$ cat src/rtl/xlate_pkg.sv
package xlate_pkg;
  localparam int ADDR_W    = 32;
  localparam int PAGE_BITS = 12;
  localparam int LVL_BITS  = 10;
  localparam int PPN_W     = ADDR_W - PAGE_BITS;
  localparam int VPN_W     = ADDR_W - PAGE_BITS;
  localparam int LEVELS    = VPN_W / LVL_BITS;
  localparam int LVL_CNT_W = (LEVELS > 1) ? $clog2(LEVELS) : 1;

  localparam int PTE_VALID = 0;
  localparam int PTE_CACHE = 1;
  localparam int PTE_BUF   = 2;

  typedef struct packed {
    logic [PPN_W-1:0] ppn;
    logic             cacheable;
    logic             bufferable;
  } xlate_t;
endpackage

$ cat src/rtl/xlate_cam.sv
module xlate_cam import xlate_pkg::*; #(
  parameter int ENTRIES = 8,
  parameter int TAG_W   = VPN_W
) (
  input  logic             clk,
  input  logic             rst_n,
  input  logic [TAG_W-1:0] lk_tag,
  output logic             hit,
  output xlate_t           hit_data,
  input  logic             fill_en,
  input  logic [TAG_W-1:0] fill_tag,
  input  xlate_t           fill_data,
  input  logic             inval
);
  localparam int IDX_W = (ENTRIES > 1) ? $clog2(ENTRIES) : 1;

  logic [ENTRIES-1:0] valid_q;
  logic [TAG_W-1:0]   tag_q  [ENTRIES];
  xlate_t             data_q [ENTRIES];
  logic [ENTRIES-1:0] hit_vec;
  logic [IDX_W-1:0]   rr_q, free_idx, victim;
  logic               have_free;

  for (genvar e = 0; e < ENTRIES; e++) begin : g_cmp
    assign hit_vec[e] = valid_q[e] && (tag_q[e] == lk_tag);
  end

  assign hit = |hit_vec;

  always_comb begin
    hit_data = '0;
    for (int e = 0; e < ENTRIES; e++)
      if (hit_vec[e]) hit_data = hit_data | data_q[e];
  end

  always_comb begin
    have_free = 1'b0;
    free_idx  = '0;
    for (int e = ENTRIES - 1; e >= 0; e--)
      if (!valid_q[e]) begin
        have_free = 1'b1;
        free_idx  = IDX_W'(e);
      end
  end

  assign victim = have_free ? free_idx : rr_q;

  always_ff @(posedge clk) begin
    if (!rst_n) begin
      valid_q <= '0;
      rr_q    <= '0;
    end else if (inval) begin
      valid_q <= '0;
      rr_q    <= '0;
    end else if (fill_en) begin
      valid_q[victim] <= 1'b1;
      if (!have_free)
        rr_q <= (rr_q == IDX_W'(ENTRIES - 1)) ? '0 : rr_q + 1'b1;
    end
  end

  always_ff @(posedge clk) begin
    if (fill_en && !inval) begin
      tag_q[victim]  <= fill_tag;
      data_q[victim] <= fill_data;
    end
  end

  AST_ONE_MATCH: assert property (@(posedge clk) disable iff (!rst_n)
    $onehot0(hit_vec));
endmodule

$ cat src/rtl/xlate_walker.sv
module xlate_walker import xlate_pkg::*; (
  input  logic              clk,
  input  logic              rst_n,
  input  logic              start,
  input  logic [VPN_W-1:0]  vpn,
  input  logic [PPN_W-1:0]  base_ppn,
  output logic              mem_req_valid,
  input  logic              mem_req_ready,
  output logic [ADDR_W-1:0] mem_req_addr,
  input  logic              mem_rsp_valid,
  input  logic [ADDR_W-1:0] mem_rsp_data,
  output logic              done,
  output logic              fault,
  output xlate_t            leaf
);
  typedef enum logic [1:0] {W_IDLE, W_REQ, W_WAIT} wst_t;

  wst_t                 st_q;
  logic [VPN_W-1:0]     vpn_q, vpn_sh;
  logic [PPN_W-1:0]     tbl_q;
  logic [LVL_CNT_W-1:0] lvl_q;
  logic [LVL_BITS-1:0]  idx;
  logic                 last, pte_ok;
  logic                 unused_pte_bits;

  assign vpn_sh = vpn_q >> ((LEVELS - 1 - int'(lvl_q)) * LVL_BITS);
  assign idx    = vpn_sh[LVL_BITS-1:0];
  assign last   = (lvl_q == LVL_CNT_W'(LEVELS - 1));
  assign pte_ok = mem_rsp_data[PTE_VALID];
  assign unused_pte_bits = ^mem_rsp_data[PAGE_BITS-1:PTE_BUF+1];

  assign mem_req_valid = (st_q == W_REQ);
  assign mem_req_addr  = {tbl_q, idx, 2'b00};

  assign done  = (st_q == W_WAIT) && mem_rsp_valid && (!pte_ok || last);
  assign fault = !pte_ok;
  assign leaf  = '{ppn:        mem_rsp_data[ADDR_W-1:PAGE_BITS],
                   cacheable:  mem_rsp_data[PTE_CACHE],
                   bufferable: mem_rsp_data[PTE_BUF]};

  always_ff @(posedge clk) begin
    if (!rst_n) begin
      st_q  <= W_IDLE;
      vpn_q <= '0;
      tbl_q <= '0;
      lvl_q <= '0;
    end else begin
      case (st_q)
        W_IDLE: if (start) begin
          vpn_q <= vpn;
          tbl_q <= base_ppn;
          lvl_q <= '0;
          st_q  <= W_REQ;
        end
        W_REQ: if (mem_req_ready) st_q <= W_WAIT;
        W_WAIT: if (mem_rsp_valid) begin
          if (!pte_ok || last) st_q <= W_IDLE;
          else begin
            tbl_q <= mem_rsp_data[ADDR_W-1:PAGE_BITS];
            lvl_q <= lvl_q + 1'b1;
            st_q  <= W_REQ;
          end
        end
        default: st_q <= W_IDLE;
      endcase
    end
  end

  AST_MREQ_HOLD: assert property (@(posedge clk) disable iff (!rst_n)
    mem_req_valid && !mem_req_ready |=> mem_req_valid && $stable(mem_req_addr));
endmodule

$ cat src/rtl/xlate_unit.sv
module xlate_unit import xlate_pkg::*; #(
  parameter int ENTRIES = 8
) (
  input  logic              clk,
  input  logic              rst_n,
  input  logic              req_valid,
  output logic              req_ready,
  input  logic [ADDR_W-1:0] req_vaddr,
  output logic              rsp_valid,
  input  logic              rsp_ready,
  output logic [ADDR_W-1:0] rsp_paddr,
  output logic              rsp_cacheable,
  output logic              rsp_bufferable,
  output logic              rsp_fault,
  input  logic              base_wr,
  input  logic [ADDR_W-1:0] base_data,
  input  logic              flush,
  output logic              mem_req_valid,
  input  logic              mem_req_ready,
  output logic [ADDR_W-1:0] mem_req_addr,
  input  logic              mem_rsp_valid,
  input  logic [ADDR_W-1:0] mem_rsp_data
);
  typedef enum logic [1:0] {S_IDLE, S_LOOK, S_WALK, S_RESP} st_t;

  st_t              st_q;
  logic [ADDR_W-1:0] va_q;
  logic [PPN_W-1:0] base_q;
  xlate_t           res_q, hit_data, walk_leaf;
  logic             flt_q, hit, walk_start, walk_done, walk_fault, fill_en;
  logic             unused_base_low;

  assign unused_base_low = ^base_data[PAGE_BITS-1:0];

  assign req_ready  = (st_q == S_IDLE);
  assign rsp_valid  = (st_q == S_RESP);
  assign walk_start = (st_q == S_LOOK) && !hit;
  assign fill_en    = (st_q == S_WALK) && walk_done && !walk_fault;

  assign rsp_paddr      = {res_q.ppn, va_q[PAGE_BITS-1:0]};
  assign rsp_cacheable  = res_q.cacheable;
  assign rsp_bufferable = res_q.bufferable;
  assign rsp_fault      = flt_q;

  xlate_cam #(.ENTRIES(ENTRIES), .TAG_W(VPN_W)) i_cam (
    .clk       (clk),
    .rst_n     (rst_n),
    .lk_tag    (va_q[ADDR_W-1:PAGE_BITS]),
    .hit       (hit),
    .hit_data  (hit_data),
    .fill_en   (fill_en),
    .fill_tag  (va_q[ADDR_W-1:PAGE_BITS]),
    .fill_data (walk_leaf),
    .inval     (base_wr || flush)
  );

  xlate_walker i_walk (
    .clk           (clk),
    .rst_n         (rst_n),
    .start         (walk_start),
    .vpn           (va_q[ADDR_W-1:PAGE_BITS]),
    .base_ppn      (base_q),
    .mem_req_valid (mem_req_valid),
    .mem_req_ready (mem_req_ready),
    .mem_req_addr  (mem_req_addr),
    .mem_rsp_valid (mem_rsp_valid),
    .mem_rsp_data  (mem_rsp_data),
    .done          (walk_done),
    .fault         (walk_fault),
    .leaf          (walk_leaf)
  );

  always_ff @(posedge clk) begin
    if (!rst_n) base_q <= '0;
    else if (base_wr) base_q <= base_data[ADDR_W-1:PAGE_BITS];
  end

  always_ff @(posedge clk) begin
    if (!rst_n) begin
      st_q  <= S_IDLE;
      va_q  <= '0;
      res_q <= '0;
      flt_q <= 1'b0;
    end else begin
      case (st_q)
        S_IDLE: if (req_valid) begin
          va_q <= req_vaddr;
          st_q <= S_LOOK;
        end
        S_LOOK: if (hit) begin
          res_q <= hit_data;
          flt_q <= 1'b0;
          st_q  <= S_RESP;
        end else st_q <= S_WALK;
        S_WALK: if (walk_done) begin
          res_q <= walk_fault ? '0 : walk_leaf;
          flt_q <= walk_fault;
          st_q  <= S_RESP;
        end
        S_RESP: if (rsp_ready) st_q <= S_IDLE;
        default: st_q <= S_IDLE;
      endcase
    end
  end

  AST_RSP_HOLD: assert property (@(posedge clk) disable iff (!rst_n)
    rsp_valid && !rsp_ready |=> rsp_valid && $stable(rsp_paddr)
      && $stable(rsp_fault) && $stable(rsp_cacheable));
  AST_STALL_WALK: assert property (@(posedge clk) disable iff (!rst_n)
    mem_req_valid |-> !req_ready);
  AST_FAULT_CLEAN: assert property (@(posedge clk) disable iff (!rst_n)
    rsp_valid && rsp_fault |-> !rsp_cacheable && !rsp_bufferable
      && (rsp_paddr[ADDR_W-1:PAGE_BITS] == '0));
  AST_NO_MEM_IDLE: assert property (@(posedge clk) disable iff (!rst_n)
    req_ready |-> !mem_req_valid);
endmodule

$ cat config.mk
export PLATFORM = sky130hd
export DESIGN_NAME = xlate_unit
export DESIGN_NICKNAME = d
export VERILOG_FILES = /design/src/rtl/xlate_pkg.sv /design/src/rtl/xlate_cam.sv /design/src/rtl/xlate_walker.sv /design/src/rtl/xlate_unit.sv
export SDC_FILE = /design/constraint.sdc
export NUM_CORES = 1
export LEC_CHECK = 0
export ABC_AREA = 1
export BUFFER_PORTS_ARGS = -buffer_cell sky130_fd_sc_hd__buf_4
export CAP_MARGIN = 20
export CORE_ASPECT_RATIO = 0.75
export CORE_MARGIN = 3
export CORE_UTILIZATION = 40
export DETAILED_ROUTE_END_ITERATION = 7
export GPL_TIMING_DRIVEN = 0
export PLACE_DENSITY_LB_ADDON = 0.25
export SYNTH_ARGS = -nofsm -noshare
export SYNTH_HDL_FRONTEND = slang
export SYNTH_SLANG_ARGS = --single-unit
$ cat constraint.sdc
create_clock -name clk -period 9.3 [get_ports clk]
set_clock_uncertainty 0.1 [all_clocks]
set_input_delay 0.465 -clock clk [delete_from_list [all_inputs] [get_ports clk]]
set_output_delay 0.465 -clock clk [all_outputs]
set_load 0.01 [all_outputs]
==> impl_metrics.yaml, run 1 <==
sta:
  fin_crit_sh: 0.411
  worstMarginPinSlew_ns: 0.953
  setup_tns_ns: 0
  hold_violations: 0
  rsz0062_at_grt: "false"
  setup_viol: 0
  max_slew_margin: 0.363
  period_needed_ns: 3.83
  drv_slew: 0
  worst_slack_ns: 5.47
  fmax_mhz: 261
floorplan:
  row_count: 70
  dieArea_um2: 53700
  start_util: 0.411
  die_w_um: 266
  pin_count: 174
  coreArea_um2: 49500
  dieHeight_um: 201
yosys:
  ys_async_sr_fraction: 0
  ys_seq_area_frac: 0.625
  netlist.area_leader.share: 0.496
  syn_inst: 2157
  synthTopCellsByArea: "edfxtp_1 (50%), dfxtp_1 (13%), nand2_1 (9.5%)"
  synth_area_per_cell_um2: 9.44
  synth.largest_area_cell: "edfxtp_1"
  synth_area_um2: 20400
  ys_ff_latch: 467
  yosysWarnings: 0
  synth_edf_count: 336
  synth_ff_type: "edfxtp_1"
  post_synth_num_cell_types: 38
clock_network:
  cts_tree: "yes"
  post-cts-setup-buffers: 0
  htree_levels: 2
  cts_resized: 0
  cts_buffers: 47
  ctsRootBufferMaster: "clkbuf_16"
  cts_hold_buffers: 0
  clockBufferDepth: 3
  path_clk_slew_ns: 0.06
  cts.sinks: 467
  insertion_delay_ns: 0.57
worst_setup_path:
  r2r_slack_ns: 5.47
  cpMostUsedCell: "nor2_1"
  slowest_delay_ns: 0.61
  startpoint: "va_q[22]"
  r2r-end: "rsp_paddr[15]"
  crit_required_ns: 9.70
  arrival_ns: 4.23
  path_max_fanout: 10
  critical_path_class: "flop to flop"
  cp_top_family: "simple AND/OR/NAND/NOR gates"
  crit_buf_inv: 3
  worstRegToRegCells: 14
  crit_chain: "buf_4 -> inv_2 -> nand2_1 -> nand2_1 -> nor2_1 -> nand2_1 -> nor2_2 -> nand3_2 -> clkbuf_1 -> o21ai_0 -> nor2_1 -> a21oi_1 -> nor2_1 -> nor2_1"
  start_kind: "flop"
  critPathSlowestCell: "dfxtp_1"
  timing.rr.start: "va_q[22]"
  worst_setup_path_end_kind: "flop"
drt:
  vias_per_cell: 5.18
  wl_met3_um: 6950
  wirelength_met1_um: 28200
  highest_layer: "met5"
  dr_total_vias: 15800
  firstDrtPassIters: 5
  drt_first_iter_violations: 1835
  wl_met2_um: 25800
  wl_per_cell_um: 20.4
  drt_wl_total_um: 62200
  drc: 0
  antenna_left: 0
placement:
  io_buffers: 150
  hpwl_um: 45500
  pre_cts_ws_ns: 5.53
  place_congestion: 0.879
grt:
  grt_max_degree: 28
  track_usage: 0.229
  antenna_found_initial: 4
  grt_pass1_wl_um: 91800
  grt-ovfl-total: 0
  grt_pass1_vias: 14800
finish:
  final_nets: 2478
  area_growth_pct: 18.6
  nFillCells: 4563
  final_common_cell: "nand2_1"
  mostFrequentLayoutCells: "nand2_1 (517), edfxtp_1 (336), nor2_1 (299)"
  drive_gt1_frac: 0.143
  insertedDiodeCount: 0
min_path:
  hold_depth: 3
  min_from: "base_data[27]"
  hold_end: "base_q[15]"
  min_path_type: "primary input to flop"
power_and_ir_drop:
  leakage_nw: 9.94
  p_sw_mw: 1.97
  comb_power_share: 0.253
  p_clk_frac: 0.322
  p_seq_frac: 0.425
  power_density_nw_per_um2: 253
  p_sw_frac: 0.323
  p_int_mw: 4.13
  ir_drop_v: 0.000118
outcome:
  status: "finished, final reports clean"
job:
  maxCapViolCount: 0
worst max path at each step:
stage                     endpoint  cells after the start
3_3_place_gp   i_cam.data_q[5][18]                      9
3_5_place_dp     i_cam.tag_q[3][8]                     11
4_1_cts         i_cam.tag_q[3][17]                     11
6_report             rsp_paddr[15]                     14
2_1_floorplan   i_cam.data_q[1][0]                      9
5_1_grt          i_cam.tag_q[3][6]                     11
per-layer routing:
metal	vias to the layer above	global-route usage
met3	90	0.0520
li1	7475	-
met1	7534	0.351
met4	6	0.0571
met5	-	0
met2	703	0.327
synthesized netlist by cell type (2+ instances only):
cell type and n:
nand2_1 517, edfxtp_1 336, nor2_1 307, inv_1 264
o21ai_0 179, dfxtp_1 131, nand4_1 73, a21oi_1 66
clkbuf_1 39, o21ai_1 33, xnor2_1 23, inv_2 22
o211ai_1 22, buf_2 20, nand3_1 20, buf_4 14
nor2_4 14, o21bai_1 10, buf_6 9, nor2_2 9
nand3_2 7, xor2_1 7, ha_1 6, buf_1 5
nand3_4 3, or2_0 3, or2_2 3, a211oi_1 2
a31oi_1 2, nand2_2 2, nor4_1 2
area by class of cell:
type | instances | area [um^2] | share of cell area
Inverter | 286 | 1070 | 0.0445
Sequential cell | 467 | 12700 | 0.527
Timing Repair Buffer | 161 | 1330 | 0.0551
Multi-Input combinational cell | 1318 | 6160 | 0.255
Tap cell | 648 | 811 | 0.0336
Buffer | 87 | 472 | 0.0195
Clock inverter | 24 | 268 | 0.0111
Clock buffer | 63 | 1310 | 0.0543
worst register-to-register path, cell delays in order, from the launching register on:
cell and delay [ns]:
dfxtp_1 0.61, buf_4 0.30, inv_2 0.16, nand2_1 0.09
nand2_1 0.05, nor2_1 0.28, nand2_1 0.12, nor2_2 0.43
nand3_2 0.40, clkbuf_1 0.44, o21ai_0 0.34, nor2_1 0.07
a21oi_1 0.24, nor2_1 0.07, nor2_1 0.08
power groups by stage:
stage | clock network (mW) | logic [mW] | registers [mW]
2_1_floorplan | 0 | 0.925 | 2.61
3_3_place_gp | 0 | 1.50 | 2.63
3_5_place_dp | 0 | 1.52 | 2.63
4_1_cts | 1.98 | 1.53 | 2.59
5_1_grt | 2.07 | 1.72 | 2.61
6_report | 1.96 | 1.55 | 2.59
metrics by stage:
| stage | std cells | instance area [um^2] | total power, mW | hold slack, ns | utilization |
|---|---|---|---|---|---|
| global route | 3054 | 24100 | 6.41 | 0.0251 | 0.488 |
| floorplan | 2158 | 20400 | 3.53 | 0.353 | - |
| finish | 3054 | 24100 | 6.10 | 0.0256 | 0.488 |
| global placement | 2956 | 22300 | 4.13 | 0.368 | 0.451 |
| CTS | 3053 | 24100 | 6.10 | 0.00723 | 0.488 |
| detailed placement | 2966 | 22500 | 4.16 | 0.375 | 0.456 |
flip-flops by register name, indices dropped and copies added, names as in the netlist:
register / flops
i_cam.data_q: 176
i_cam.tag_q: 160
va_q: 32
base_q: 20
i_walk.tbl_q: 20
i_walk.vpn_q: 20
rsp_paddr: 20
i_cam.valid_q: 8
i_cam.rr_q: 3
i_walk.st_q: 2
st_q: 2
i_walk.last: 1
rsp_bufferable: 1
rsp_cacheable: 1
rsp_fault: 1
logic make-up (layout without fill, tap and decap cells):
kind of cell | count (synthesis) | in the layout | synth area share
flops | 467 | 467 | 0.625
simple gates | 963 | 963 | 0.200
buf+inv | 373 | 621 | 0.0759
compound gates | 317 | 317 | 0.0827
xor+xnor | 30 | 30 | 0.0129
fa+ha+maj | 6 | 6 | 0.00369
other cells | 1 | 2 | 0.000184
(Power assumes the default switching activity.)
==> run 2, diff against run 1 <==
--- a/config.mk
+++ b/config.mk
@@ -5,7 +5,7 @@
 export SDC_FILE = /design/constraint.sdc
 export NUM_CORES = 1
 export LEC_CHECK = 0
-export ABC_AREA = 1
+export ABC_AREA = 0
 export BUFFER_PORTS_ARGS = -buffer_cell sky130_fd_sc_hd__buf_4
 export CAP_MARGIN = 20
 export CORE_ASPECT_RATIO = 0.75
==> constraint.sdc (replaced) <==
create_clock -name clk -period 3.63 [get_ports clk]
set_clock_uncertainty 0.1 [all_clocks]
set_input_delay 0.1815 -clock clk [delete_from_list [all_inputs] [get_ports clk]]
set_output_delay 0.1815 -clock clk [all_outputs]
set_load 0.01 [all_outputs]
==> run 2 against run 1 <==
Non-clock buffer count rose by 89. Sequential power grew 140%. Combinational power increased by 49%. Sequential share of layout area up 2.2 points. Critical path type unchanged.
==> impl_metrics.yaml, run 2 <==
outcome:
  status: "finished, final reports clean"
placement:
  io_buffers: 149
  hpwl_um: 34900
  dp_cells: 2031
  place_area_um2: 20600
  place_congestion: 0.800
grt:
  grt-busiest-layer: "met1"
  grt_pass1_vias: 11900
  grt-ovfl-total: 0
  track_usage: 0.216
  met2_usage: 0.326
  grt_pass1_wl_um: 78100
  grt.met1_usage: 0.332
  grtUsageMet3: 0.0335
  grt_max_degree: 30
  antenna_found_initial: 0
worst_setup_path:
  startpoint: "va_q[22]"
  arrival_ns: 3.86
  critical_path_class: "flop to flop"
  worst_setup_path_end_kind: "flop"
  start_kind: "flop"
  path_max_fanout: 10
  timing.rr.start: "va_q[22]"
  crit_required_ns: 3.97
power_and_ir_drop:
  leakage_nw: 8.38
  power_density_nw_per_um2: 571
  p_sw_frac: 0.275
  comb_power_share: 0.174
  p_clk_frac: 0.349
  ir_drop_v: 0.000488
  p_sw_mw: 3.64
  p_int_mw: 9.61
  p_seq_frac: 0.477
floorplan:
  coreArea_um2: 45200
  row_count: 67
  pin_count: 174
  dieHeight_um: 192
  dieArea_um2: 48900
  die_w_um: 254
  start_util: 0.410
clock_network:
  cts.sinks: 467
  clockBufferDepth: 3
  cts_buffers: 46
  htree_levels: 2
  ctsRootBufferMaster: "clkbuf_16"
  path_clk_slew_ns: 0.07
  cts_tree: "yes"
  insertion_delay_ns: 0.58
finish:
  drive_gt1_frac: 0.208
  mostFrequentLayoutCells: "edfxtp_1 (336), buf_4 (178), dfxtp_1 (111)"
  postLayoutCellArea_um2: 23200
  area_growth_pct: 25.5
  top_register: "i_cam.data_q"
  final_nets: 1701
  insertedDiodeCount: 0
  nFillCells: 3748
  largest_register_ffs: 176
  final_common_cell: "edfxtp_1"
  reg_top3: "i_cam.data_q: 176 flops, i_cam.tag_q: 160 flops, va_q: 32 flops"
  fin_cells: 2215
drt:
  drt_first_iter_violations: 1322
  drc: 0
  wl_per_cell_um: 24.0
  antenna_left: 0
  dr_total_vias: 12100
  drt_wl_total_um: 53100
  vias_per_cell: 5.46
  firstDrtPassIters: 6
sta:
  fin_crit_sh: 0.968
  rsz0062_at_grt: "false"
  worstMarginPinSlew_ns: 1.01
  hold_violations: 0
  setup_viol: 0
  max_slew_margin: 0.324
  setup_tns_ns: 0
  period_needed_ns: 3.51
  fin_hold_ws_ns: 0.0393
  drv_slew: 0
  fmax_mhz: 284
yosys:
  post_synth_num_cell_types: 50
  synth_area_um2: 18500
  ys_seq_area_frac: 0.687
  syn_inst: 1287
  synth_edf_count: 336
  synth_area_per_cell_um2: 14.4
  synth_ff_type: "edfxtp_1"
  yosysMostFrequentCell: "edfxtp_1"
  synth_common_cells: "edfxtp_1 (336), dfxtp_1 (131), xor2_1 (99), nand2_1 (82)"
  ys_ff_latch: 467
  yosysWarnings: 0
  synthTopCellsByArea: "edfxtp_1 (55%), dfxtp_1 (14%), xor2_1 (4.7%)"
  ys_async_sr_fraction: 0
  synth.largest_area_cell: "edfxtp_1"
  netlist.area_leader.share: 0.545
min_path:
  min_from: "rsp_ready"
  min_path_type: "primary input to flop"
job:
  maxCapViolCount: 0
## run 2: cell families (layout without fill, tap and decap cells)
| logic type | count (synthesis) | after routing | share of synthesized area |
|---|---|---|---|
| AO/OA/AOI/OAI | 258 | 258 | 0.102 |
| XOR/XNOR | 160 | 160 | 0.0757 |
| adder cells (fa/ha/maj) | 6 | 6 | 0.00406 |
| buffers and inverters | 94 | 432 | 0.0254 |
| flip-flops | 467 | 467 | 0.687 |
| multiplexers | 71 | 71 | 0.0391 |
| other | 1 | 2 | 0.000203 |
| AND/OR/NAND/NOR | 230 | 233 | 0.0661 |
## run 2: worst max-delay path, stage by stage (launching register included)
cell and delay, ns:
dfxtp_2 0.50, buf_4 0.33, xor2_1 0.12, nor3_2 0.32
nand4_1 0.38, nor4_4 0.30, or4_4 0.23, buf_4 0.16
nor3_4 0.05, buf_4 0.14, or2_1 0.29, buf_2 0.22
o211a_1 0.23
## run 2: worst paths after layout
kind / to / depth (start not counted) / slack (ns)
hold / removal: st_q[0] / 4 / 0.04
setup reg to reg: i_walk.tbl_q[10] / 12 / 0.12
hold reg to reg: va_q[9] / 2 / 0.38
setup / recovery: i_walk.tbl_q[10] / 12 / 0.12
## run 2: per-stage QoR
step | util | setup slack, ns | power [mW]
2_1_floorplan | - | -0.309 | 7.59
3_3_place_gp | 0.451 | -2.52 | 8.53
3_5_place_dp | 0.456 | -1.17 | 8.57
4_1_cts | 0.511 | 0.00345 | 13.3
5_1_grt | 0.514 | 0.0000391 | 13.7
6_report | 0.514 | 0.115 | 13.3
## run 2: final cells by class
class / count / area [um^2] / area share
multi-input combinational: 730 / 5540 / 0.239
timing repair buffer: 254 / 2220 / 0.0958
tap: 586 / 733 / 0.0316
clock buffer: 72 / 1360 / 0.0586
buffer: 83 / 487 / 0.0210
clock inverter: 14 / 91.3 / 0.00393
inverter: 9 / 33.8 / 0.00145
sequential: 467 / 12800 / 0.549
## run 2: power by group through the flow
stage          combinational, mW  clock [mW]  sequential (mW)
2_1_floorplan               1.23           0             6.35
3_3_place_gp                2.13           0             6.41
3_5_place_dp                2.15           0             6.41
4_1_cts                     2.27        4.68             6.31
5_1_grt                     2.50        4.89             6.35
6_report                    2.31        4.63             6.32
## run 2: layer usage
layer | share of wire | vias up
li1 | - | 5470
met1 | 0.47 | 6061
met2 | 0.44 | 507
met3 | 0.074 | 54
met4 | 0.014 | 0
met5 | 0 | -
## run 2: timing repair
action / CTS / global route
resized for setup: 44 / 25
cloned: 2 / 1
hold buffers: 81 / 0
setup endpoints to repair: 244 / 275
buffers inserted: 8 / 8
pin swaps: 12 / 13
endpoints found under the hold margin: 246 / 0
==> run 3, diff against run 2 <==
--- a/config.mk
+++ b/config.mk
@@ -8,7 +8,7 @@
 export ABC_AREA = 0
 export BUFFER_PORTS_ARGS = -buffer_cell sky130_fd_sc_hd__buf_4
 export CAP_MARGIN = 20
-export CORE_ASPECT_RATIO = 0.75
+export CORE_ASPECT_RATIO = 0.6
 export CORE_MARGIN = 3
 export CORE_UTILIZATION = 40
 export DETAILED_ROUTE_END_ITERATION = 7
==> run 3 against run 2 <==
Design area grew 0.20%. Utilization hardly changed. Flip-flop and latch count stayed put. Sequential share of layout area decreased by 0.069 points. Register-to-register slack got worse by 0.04 ns. Combinational power increased by 2%. Highest routed layer unchanged. Routed wire length rose by 3.6%. Sequential power about the same.
==> impl_metrics.yaml, run 3 (synthesis gave the netlist of run 2 again) <==
sta:
  period_needed_ns: 3.56
  setup_viol: 0
  worstMarginPinSlew_ns: 0.904
  fin_crit_sh: 0.980
  setup_tns_ns: 0
  fin_hold_ws_ns: 0.00809
  drv_slew: 0
  max_slew_margin: 0.397
  hold_violations: 0
  fmax_mhz: 281
worst_setup_path:
  worstRegToRegCells: 11
  critical_path_class: "flop to flop"
  start_kind: "flop"
  worst_setup_path_end_kind: "flop"
  r2r_slack_ns: 0.07
  path_max_fanout: 10
  arrival_ns: 3.91
  crit_required_ns: 3.98
  timing.rr.start: "va_q[21]"
  r2r-end: "rsp_paddr[24]"
clock_network:
  insertion_delay_ns: 0.56
  cts_buffers: 43
  path_clk_slew_ns: 0.07
  cts.sinks: 467
  ctsRootBufferMaster: "clkbuf_16"
  htree_levels: 2
  clockBufferDepth: 3
  cts_tree: "yes"
floorplan:
  pin_count: 174
  row_count: 60
  die_w_um: 284
  dieArea_um2: 49000
  start_util: 0.409
  dieHeight_um: 173
  coreArea_um2: 45300
power_and_ir_drop:
  p_sw_frac: 0.277
  p_total_mw: 13.3
  p_clk_frac: 0.348
  leakage_nw: 8.39
  p_sw_mw: 3.70
  p_int_mw: 9.62
  comb_power_share: 0.176
  ir_drop_v: 0.000325
  power_density_nw_per_um2: 572
  p_seq_frac: 0.475
min_path:
  min_path_type: "primary input to flop"
  hold_end: "va_q[15]"
  min_from: "req_valid"
  hold_depth: 4
drt:
  wl_per_cell_um: 24.5
  vias_per_cell: 5.46
  dr_total_vias: 12300
  firstDrtPassIters: 8
  drt_wl_total_um: 55000
  antenna_left: 0
  drc: 0
  drt_first_iter_violations: 1451
finish:
  insertedDiodeCount: 0
  drive_gt1_frac: 0.211
  fin_cells: 2244
  largest_register_ffs: 176
  reg_top3: "i_cam.data_q: 176 flops, i_cam.tag_q: 160 flops, va_q: 32 flops"
  area_growth_pct: 25.8
  mostFrequentLayoutCells: "edfxtp_1 (336), buf_4 (177), dfxtp_1 (111)"
  final_common_cell: "edfxtp_1"
  final_nets: 1699
  top_register: "i_cam.data_q"
grt:
  grt-ovfl-total: 0
  grt_pass1_wl_um: 80700
  grt_pass1_vias: 12000
  grt_max_degree: 30
  track_usage: 0.221
  antenna_found_initial: 1
placement:
  place_congestion: 0.785
  dp_cells: 2065
  io_buffers: 149
  hpwl_um: 36200
outcome:
  status: "finished, final reports clean"
job:
  maxCapViolCount: 0
==> run 3: stage by stage <==
step	area, um^2	util	setup WS (ns)
after detailed placement	20600	0.456	-1.36
after global placement	20400	0.451	-2.64
final	23300	0.514	0.0742
after global routing	23300	0.514	-0.00862
after CTS	23100	0.511	0.0141
after floorplan	18500	-	-0.309
==> run 3: final cells by class <==
type	instances	area, um^2
sequential	467	12800
timing repair buffer	257	2230
fill	3798	22000
clock buffer	51	1170
tap	620	776
inverter	9	33.8
multi-input combinational	729	5540
buffer	82	512
clock inverter	29	256
==> run 3: power groups by stage <==
stage | combinational [mW] | clock [mW] | sequential (mW)
6_report | 2.35 | 4.64 | 6.33
5_1_grt | 2.53 | 4.93 | 6.36
4_1_cts | 2.32 | 4.69 | 6.32
3_5_place_dp | 2.16 | 0 | 6.43
3_3_place_gp | 2.13 | 0 | 6.42
2_1_floorplan | 1.23 | 0 | 6.35
==> run 3: worst max path at each step <==
stage | from | endpoint | cells past startpoint
6_report | va_q[21] | rsp_paddr[24] | 11
5_1_grt | va_q[21] | rsp_paddr[23] | 11
3_3_place_gp | st_q[0] | i_cam.data_q[3][15] | 8
2_1_floorplan | i_walk.st_q[1] | i_cam.data_q[0][0] | 8
4_1_cts | va_q[29] | rsp_paddr[24] | 11
3_5_place_dp | va_q[21] | rsp_paddr[28] | 11
==> run 3: worst max-delay path, stage by stage (launching register included) <==
cell,delay (ns)
dfxtp_4,0.38
buf_12,0.17
xor2_1,0.19
nor4_4,0.50
nand4_1,0.45
nor4_4,0.30
buf_4,0.17
or4_4,0.20
nor3_2,0.07
o31a_1,0.44
buf_2,0.24
a22o_1,0.23
==> run 3: timing repair <==
item                       4_1_cts  5_1_grt
resized for setup               58       26
pin swaps                       11       15
setup buffers                    7       12
hold buffers                    80        0
cloned                           3        0
setup endpoints to repair      210      126
hold endpoints to repair       235        0
==> run 3: routing by layer <==
layer	vias to the layer above	GRT usage	part of all wire
met5	-	0	0
met4	0	0.0364	0.0099
met3	53	0.0709	0.11
met2	589	0.303	0.41
met1	6140	0.343	0.47
li1	5475	-	-
